### src/rtl/jring_pkg.sv
package jring_pkg;
  typedef enum logic [2:0] {
    SEL_IN_SIZE  = 3'd0,
    SEL_OUT_SIZE = 3'd1,
    SEL_ADD      = 3'd2,
    SEL_REMOVE   = 3'd3,
    SEL_CFG      = 3'd4,
    SEL_CMD      = 3'd5,
    SEL_STAT     = 3'd6
  } reg_sel_e;

  typedef enum logic [1:0] {
    HALT_IDLE = 2'b00,
    HALT_PROG = 2'b01,
    HALT_DONE = 2'b10
  } halt_e;

  localparam int ETYPE_W = 4;
  localparam logic [ETYPE_W-1:0] ERR_RESET  = 4'd7;
  localparam logic [ETYPE_W-1:0] ERR_REMOVE = 4'd8;
  localparam logic [ETYPE_W-1:0] ERR_ADD    = 4'd9;
  localparam int STAT_W = 12;
endpackage

### src/rtl/jring_slot_ctr.sv
module jring_slot_ctr #(
  parameter int SIZE_W   = 10,
  parameter bit BULK_ADD = 1'b1
) (
  input  logic              clk_i,
  input  logic              rst_ni,
  input  logic              size_we_i,
  input  logic [SIZE_W-1:0] size_i,
  input  logic              bulk_vld_i,
  input  logic [SIZE_W-1:0] bulk_n_i,
  input  logic              step_req_i,
  input  logic              flush_i,
  output logic [SIZE_W-1:0] size_o,
  output logic [SIZE_W-1:0] cnt_o,
  output logic [SIZE_W-1:0] idx_o,
  output logic              step_ok_o,
  output logic              bulk_err_o
);
  localparam logic [SIZE_W:0] ONE = (SIZE_W+1)'(1);

  logic [SIZE_W-1:0] size_q, cnt_q, idx_q, idx_nxt;
  logic [SIZE_W:0]   acc, idx_inc;
  logic              bulk_bad, room, step_ok;

  generate
    if (BULK_ADD) begin : g_add
      // request ring: software adds, engine takes
      always_comb begin
        bulk_bad = ({1'b0, cnt_q} + {1'b0, bulk_n_i}) > {1'b0, size_q};
        room     = (cnt_q != '0);
      end
    end else begin : g_sub
      // completion ring: engine fills, software removes
      always_comb begin
        bulk_bad = bulk_n_i > cnt_q;
        room     = cnt_q < size_q;
      end
    end
  endgenerate

  assign step_ok = step_req_i & room & ~size_we_i & ~flush_i;

  always_comb begin
    acc = {1'b0, cnt_q};
    if (bulk_vld_i && !bulk_bad) acc = BULK_ADD ? acc + {1'b0, bulk_n_i} : acc - {1'b0, bulk_n_i};
    if (step_ok) acc = BULK_ADD ? acc - ONE : acc + ONE;
    idx_inc = {1'b0, idx_q} + ONE;
    idx_nxt = (idx_inc >= {1'b0, size_q}) ? '0 : idx_inc[SIZE_W-1:0];
  end

  always_ff @(posedge clk_i or negedge rst_ni) begin
    if (!rst_ni) begin
      size_q <= '0;
      cnt_q  <= '0;
      idx_q  <= '0;
    end else begin
      if (size_we_i) size_q <= size_i;
      if (flush_i || size_we_i) begin
        cnt_q <= '0;
        idx_q <= '0;
      end else begin
        cnt_q <= acc[SIZE_W-1:0];
        if (step_ok) idx_q <= idx_nxt;
      end
    end
  end

  assign size_o     = size_q;
  assign cnt_o      = cnt_q;
  assign idx_o      = idx_q;
  assign step_ok_o  = step_ok;
  assign bulk_err_o = bulk_vld_i & bulk_bad;
endmodule

### src/rtl/jring_ctrl.sv
module jring_ctrl
  import jring_pkg::*;
#(
  parameter int SIZE_W = 10,
  parameter int DATA_W = 16
) (
  input  logic              clk_i,
  input  logic              rst_ni,
  input  logic              wr_en_i,
  input  logic [2:0]        wr_sel_i,
  input  logic [DATA_W-1:0] wr_data_i,
  input  logic              eng_take_i,
  input  logic              eng_done_i,
  input  logic              add_err_i,
  input  logic              rem_err_i,
  input  logic              done_ok_i,
  input  logic [SIZE_W-1:0] out_cnt_i,
  output logic              in_size_we_o,
  output logic              out_size_we_o,
  output logic              add_vld_o,
  output logic              rem_vld_o,
  output logic              take_req_o,
  output logic              done_req_o,
  output logic              flush_o,
  output logic              cfg_mask_o,
  output logic [STAT_W-1:0] irq_status_o,
  output logic              irq_o
);
  localparam int THR_W = DATA_W - 3;
  localparam int CMP_W = ((SIZE_W > THR_W) ? SIZE_W : THR_W) + 1;

  halt_e              halt_q, halt_d;
  logic               mask_q, coal_q, soe_q;
  logic [THR_W-1:0]   thr_q;
  logic               done_q, err_q;
  logic [ETYPE_W-1:0] type_q, err_code;
  logic               halted, blocked, cmd_rst, rst_err, new_err, done_set;
  logic [1:0]         clr;
  logic [CMP_W-1:0]   lvl, thr_eff;

  function automatic logic sel_hit(input logic [2:0] s, input reg_sel_e r);
    return s == 3'(r);
  endfunction

  assign halted  = (halt_q != HALT_IDLE);
  assign blocked = soe_q & err_q;
  assign cmd_rst = wr_en_i & sel_hit(wr_sel_i, SEL_CMD) & wr_data_i[0];
  assign rst_err = cmd_rst & (halt_q == HALT_PROG);
  assign flush_o = (halt_q == HALT_PROG);

  assign in_size_we_o  = wr_en_i & sel_hit(wr_sel_i, SEL_IN_SIZE);
  assign out_size_we_o = wr_en_i & sel_hit(wr_sel_i, SEL_OUT_SIZE);
  assign add_vld_o     = wr_en_i & sel_hit(wr_sel_i, SEL_ADD) & ~halted;
  assign rem_vld_o     = wr_en_i & sel_hit(wr_sel_i, SEL_REMOVE) & ~halted;
  assign take_req_o    = eng_take_i & ~halted & ~blocked;
  assign done_req_o    = eng_done_i & ~halted & ~blocked;

  always_comb begin
    halt_d = halt_q;
    unique case (halt_q)
      HALT_IDLE: if (cmd_rst) halt_d = HALT_PROG;
      HALT_PROG: halt_d = HALT_DONE;
      HALT_DONE: if (cmd_rst) halt_d = HALT_IDLE;
      default:   halt_d = HALT_IDLE;
    endcase
  end

  always_comb begin
    new_err  = add_err_i | rem_err_i | rst_err;
    err_code = add_err_i ? ERR_ADD : (rem_err_i ? ERR_REMOVE : ERR_RESET);
    lvl      = CMP_W'(out_cnt_i) + CMP_W'(1);
    thr_eff  = (thr_q == '0) ? CMP_W'(1) : CMP_W'(thr_q);
    done_set = done_ok_i & (~coal_q | (lvl >= thr_eff));
    clr      = (wr_en_i && sel_hit(wr_sel_i, SEL_STAT)) ? wr_data_i[1:0] : 2'b00;
  end

  always_ff @(posedge clk_i or negedge rst_ni) begin
    if (!rst_ni) begin
      halt_q <= HALT_IDLE;
      mask_q <= 1'b0;
      coal_q <= 1'b0;
      soe_q  <= 1'b0;
      thr_q  <= '0;
      done_q <= 1'b0;
      err_q  <= 1'b0;
      type_q <= '0;
    end else begin
      halt_q <= halt_d;
      if (wr_en_i && sel_hit(wr_sel_i, SEL_CFG)) begin
        mask_q <= wr_data_i[0];
        coal_q <= wr_data_i[1];
        soe_q  <= wr_data_i[2];
        thr_q  <= wr_data_i[DATA_W-1:3];
      end
      done_q <= done_set | (done_q & ~clr[0]);
      err_q  <= new_err | (err_q & ~clr[1]);
      if (new_err)     type_q <= err_code;
      else if (clr[1]) type_q <= '0;
    end
  end

  assign cfg_mask_o   = mask_q;
  assign irq_status_o = {type_q, 4'b0000, 2'(halt_q), err_q, done_q};
  assign irq_o        = (done_q | err_q) & ~mask_q;
endmodule

### src/rtl/jring_occ_mgr.sv
module jring_occ_mgr
  import jring_pkg::*;
#(
  parameter int SIZE_W = 10,
  parameter int DATA_W = 16
) (
  input  logic              clk_i,
  input  logic              rst_ni,
  input  logic              wr_en_i,
  input  logic [2:0]        wr_sel_i,
  input  logic [DATA_W-1:0] wr_data_i,
  input  logic              eng_take_i,
  input  logic              eng_done_i,
  output logic [SIZE_W-1:0] in_size_o,
  output logic [SIZE_W-1:0] in_avail_o,
  output logic [SIZE_W-1:0] in_pend_o,
  output logic [SIZE_W-1:0] in_rd_idx_o,
  output logic [SIZE_W-1:0] out_size_o,
  output logic [SIZE_W-1:0] out_full_o,
  output logic [SIZE_W-1:0] out_wr_idx_o,
  output logic [STAT_W-1:0] irq_status_o,
  output logic              irq_o
);
  logic in_size_we, out_size_we, add_vld, rem_vld, take_req, done_req, flush;
  logic in_bulk_err, out_bulk_err, take_ok, done_ok, cfg_mask;
  logic [SIZE_W-1:0] in_cnt, out_cnt;

  jring_ctrl #(.SIZE_W(SIZE_W), .DATA_W(DATA_W)) u_ctrl (
    .clk_i, .rst_ni, .wr_en_i, .wr_sel_i, .wr_data_i, .eng_take_i, .eng_done_i,
    .add_err_i(in_bulk_err), .rem_err_i(out_bulk_err), .done_ok_i(done_ok),
    .out_cnt_i(out_cnt), .in_size_we_o(in_size_we), .out_size_we_o(out_size_we),
    .add_vld_o(add_vld), .rem_vld_o(rem_vld), .take_req_o(take_req),
    .done_req_o(done_req), .flush_o(flush), .cfg_mask_o(cfg_mask),
    .irq_status_o, .irq_o
  );

  jring_slot_ctr #(.SIZE_W(SIZE_W), .BULK_ADD(1'b1)) u_in_ring (
    .clk_i, .rst_ni, .size_we_i(in_size_we), .size_i(wr_data_i[SIZE_W-1:0]),
    .bulk_vld_i(add_vld), .bulk_n_i(wr_data_i[SIZE_W-1:0]), .step_req_i(take_req),
    .flush_i(flush), .size_o(in_size_o), .cnt_o(in_cnt), .idx_o(in_rd_idx_o),
    .step_ok_o(take_ok), .bulk_err_o(in_bulk_err)
  );

  jring_slot_ctr #(.SIZE_W(SIZE_W), .BULK_ADD(1'b0)) u_out_ring (
    .clk_i, .rst_ni, .size_we_i(out_size_we), .size_i(wr_data_i[SIZE_W-1:0]),
    .bulk_vld_i(rem_vld), .bulk_n_i(wr_data_i[SIZE_W-1:0]), .step_req_i(done_req),
    .flush_i(flush), .size_o(out_size_o), .cnt_o(out_cnt), .idx_o(out_wr_idx_o),
    .step_ok_o(done_ok), .bulk_err_o(out_bulk_err)
  );

  logic take_seen;
  assign take_seen  = take_ok;
  assign in_pend_o  = in_cnt;
  assign in_avail_o = in_size_o - in_cnt;
  assign out_full_o = out_cnt;
endmodule


### config.mk
export PLATFORM = sky130hd
export DESIGN_NAME = jring_occ_mgr
export DESIGN_NICKNAME = d
export VERILOG_FILES = /design/src/rtl/jring_pkg.sv /design/src/rtl/jring_slot_ctr.sv /design/src/rtl/jring_ctrl.sv /design/src/rtl/jring_occ_mgr.sv
export SDC_FILE = /design/constraint.sdc
export NUM_CORES = 1
export LEC_CHECK = 0
export BUFFER_PORTS_ARGS = -buffer_cell sky130_fd_sc_hd__buf_2
export CAP_MARGIN = 20
export CORE_MARGIN = 1.5
export CORE_UTILIZATION = 50
export DETAILED_ROUTE_END_ITERATION = 10
export PLACE_DENSITY_LB_ADDON = 0.25
export SYNTH_ARGS = -nofsm -noshare
export SYNTH_HDL_FRONTEND = slang
export SYNTH_SLANG_ARGS = --single-unit
### constraint.sdc
create_clock -name clk_i -period 7.5 [get_ports clk_i]
set_input_delay 0.375 -clock clk_i [delete_from_list [all_inputs] [get_ports clk_i]]
set_output_delay 0.375 -clock clk_i [all_outputs]
set_load 0.005 [all_outputs]
==> metrics.txt <==
hold wc startpoint wr_data_i[13]; GR Util All Layers 0.257; Top Usage Layer GRT met2; synth cell count leaders ha_1, dfrtp_1, nand2_1, inv_1, o21ai_0; remaining global-route overflow 0; family with the most delay on the worst path simple AND/OR/NAND/NOR gates; DRT Pass-1 Iters 5; met2 usage 0.413; nets@finish 971; LEAKAGE 3.91 nW; largest net degree at the start of global routing 50; Worst Setup SP u_in_ring.cnt_o[0]; Area Overhead vs Synth 14.3%; post-synth top area cell dfrtp_1; layout cells sized above 1 0.175; Max Transition Viols Final 0; first-pass GRT wire length 28500 um; unrepaired setup endpoints after global routing false; DRC 0; setup violators final 0; Highest Clock Rate 225 MHz; status completed; RR Startpoint u_in_ring.cnt_o[0]; top cell type's share of synthesized area 0.307; Skew-Pair Late Insertion Delay 350 ps; kind of critical path flip-flop to flip-flop; Worst Hold Class primary input to flip-flop; Reg2Reg Capture Point u_in_ring.cnt_o[4]; vias in the first global route 5480; CTS tree built; Fin. Hold Viols 0; design area 7720 um^2; Core ar. 13200 um^2; Die Area 14200 um^2; fillers 1237; Clock Skew 8.56 ps; Top Ports 107; M1 GR Usage 0.336; antenna-violating nets left 0; initial antenna violation count 0; most numerous cell in the Yosys netlist ha_1; maximum vdd drop 0.162 mV; Root Buffer clkbuf_16; minimum clock period 4450 ps; Initial Util 0.512; worst endpoint required time 7730 ps; actual slew at the worst max-slew pin 848 ps; Initial DRC Count 428; pwr/cell area 328 nW/um^2; maxcap violations 0; Worst Path Arrival 4680 ps; Post-Place Cell Area 7400 um^2; CP Capture Type flip-flop; WHS Endpoint u_ctrl.thr_q[10]; drt wl/cell 16.9 um; syn_area_per_cell 8.87 um^2; Top FF cell, synth dfrtp_1; max incr delay on CP 660 ps; Final GP Congestion 0.876; synthesized netlist cell count 762; WP buf/inv 1; worst-path cell chain ha_1, inv_1, fa_1, nor2b_1, o2111ai_1, nand3_1, nand2_1, xnor2_1, ha_1, and3_1, nand3_1, o22ai_1, a32oi_1, nor3_4, mux2i_1, ha_1, nand4_1, mux2_2; Vias/cell 5.56; cell mode on critical path ha_1; detailed placement HPWL 13600 um; Syn. warnings 0; Max-Slew Margin vs Limit 0.434; worst r2r path cells 18; synth top area cells dfrtp_1, ha_1, o21ai_0, xnor2_1, nand2_1; post-synthesis async set-or-reset flop share 1.00; hold-critical path depth 3; crit share post-route 0.593; slowest CP cell nor3_4; Rows 42; cts bufs inserted 9; final WL 17600 um; Post-Syn Area 6760 um^2; met3 usage 0.0603; register area share after synthesis 0.307; H-tree depth 3; clk slew on worst S/H paths 60 ps; Post-synth EDFFs 0; CTS max path bufs 2; Port Buf Inserts 102; Startpoint Class flip-flop; Fin Setup TNS 0 ps; internal reg-to-reg setup slack 3050 ps; Via Count 5794; Netlist cell types 65; #FFs+latches synth 83; Die Ht 119 um; die width 119 um; clock sink count 83; worst-path fanout max 15
==> worst max path at each step <==
stage	slack (ps)	to	depth (start not counted)
global route	2790	u_in_ring.cnt_o[4]	18
CTS	3100	u_in_ring.cnt_o[4]	18
finish	3050	u_in_ring.cnt_o[4]	18
global placement	3110	u_in_ring.cnt_o[4]	19
detailed placement	3020	u_in_ring.cnt_o[4]	19
floorplan	3680	u_in_ring.cnt_o[4]	19
==> flip-flops by register name, summed over array words and instances, names as in the netlist <==
signal,flops
u_ctrl.cfg_mask_o,1
u_ctrl.coal_q,1
u_ctrl.done_q,1
u_ctrl.err_q,1
u_ctrl.halt_q,2
u_ctrl.soe_q,1
u_ctrl.thr_q,13
u_ctrl.type_q,3
u_in_ring.cnt_o,10
u_in_ring.idx_o,10
u_in_ring.size_o,10
u_out_ring.cnt_o,10
u_out_ring.idx_o,10
u_out_ring.size_o,10
==> report_power, final <==
group          leakage (nW)  internal (mW)  switching, mW  total (mW)
clock network         0.141          0.267          0.180       0.447
logic                  2.72          0.633          0.747        1.38
registers              1.06          0.553          0.150       0.703
total                  3.91           1.45           1.08        2.53
==> tightest hold or removal path, stage by stage <==
cell and delay, ps:
buf_2 70, nand2_1 40, o21ai_0 60
==> per-stage QoR <==
stage,util,hold WS (ps),setup WS [ps],cells,power (mW)
after floorplan,-,79.4,3680,765,1.64
after global placement,0.561,361,3110,1022,2.06
after detailed placement,0.561,361,3020,1022,2.08
after CTS,0.584,220,3100,1039,2.54
after global routing,0.585,247,2790,1041,2.75
final,0.586,230,3050,1042,2.53
==> metal layers <==
metal	up-vias	wire length, um
li1	2885	-
met1	2676	7770
met2	197	8120
met3	36	1240
met4	0	459
met5	-	0
==> placed cells by master (no fill, tap or decap), drive strengths merged, types with 6 or more instances in the layout <==
cell type	count
xor2	27
nand2	68
dfrtp	83
o21ai	64
mux2	12
nand2b	18
xnor2	31
or2	6
nor3	19
nor2b	11
nand4	11
buf	106
nand3	24
and3	15
o21a	9
a21oi	19
a31oi	9
inv	62
a22o	8
ha	84
a21o	24
nor2	54
nor4	6
a211oi	8
mux2i	17
clkbuf	14
==> kinds of logic after synthesis <==
family,share of synthesized area
xor+xnor,0.0752
flops,0.307
buf+inv,0.0531
fa+ha+maj,0.164
other cells,0.000555
simple gates,0.186
mux,0.0457
compound gates,0.167
==> final cells by class <==
cell class | count | area, um^2 | share of cell area
sequential | 83 | 2080 | 0.269
clock inverter | 2 | 35.0 | 0.00454
antenna | 1 | 2.50 | 0.000324
clock buffer | 14 | 254 | 0.0329
inverter | 62 | 233 | 0.0301
multi-input combinational | 597 | 4340 | 0.562
timing repair buffer | 107 | 561 | 0.0726
tap | 176 | 220 | 0.0285
==> repair_timing <==
| item | CTS | global route |
|---|---|---|
| setup buffers | 0 | 0 |
| resized for setup | 0 | 0 |
| hold endpoints to repair | 34 | 0 |
| hold buffers | 1 | 0 |
| setup endpoints to repair | 0 | 0 |
No activity file was read; power rests on OpenSTA's default activity.
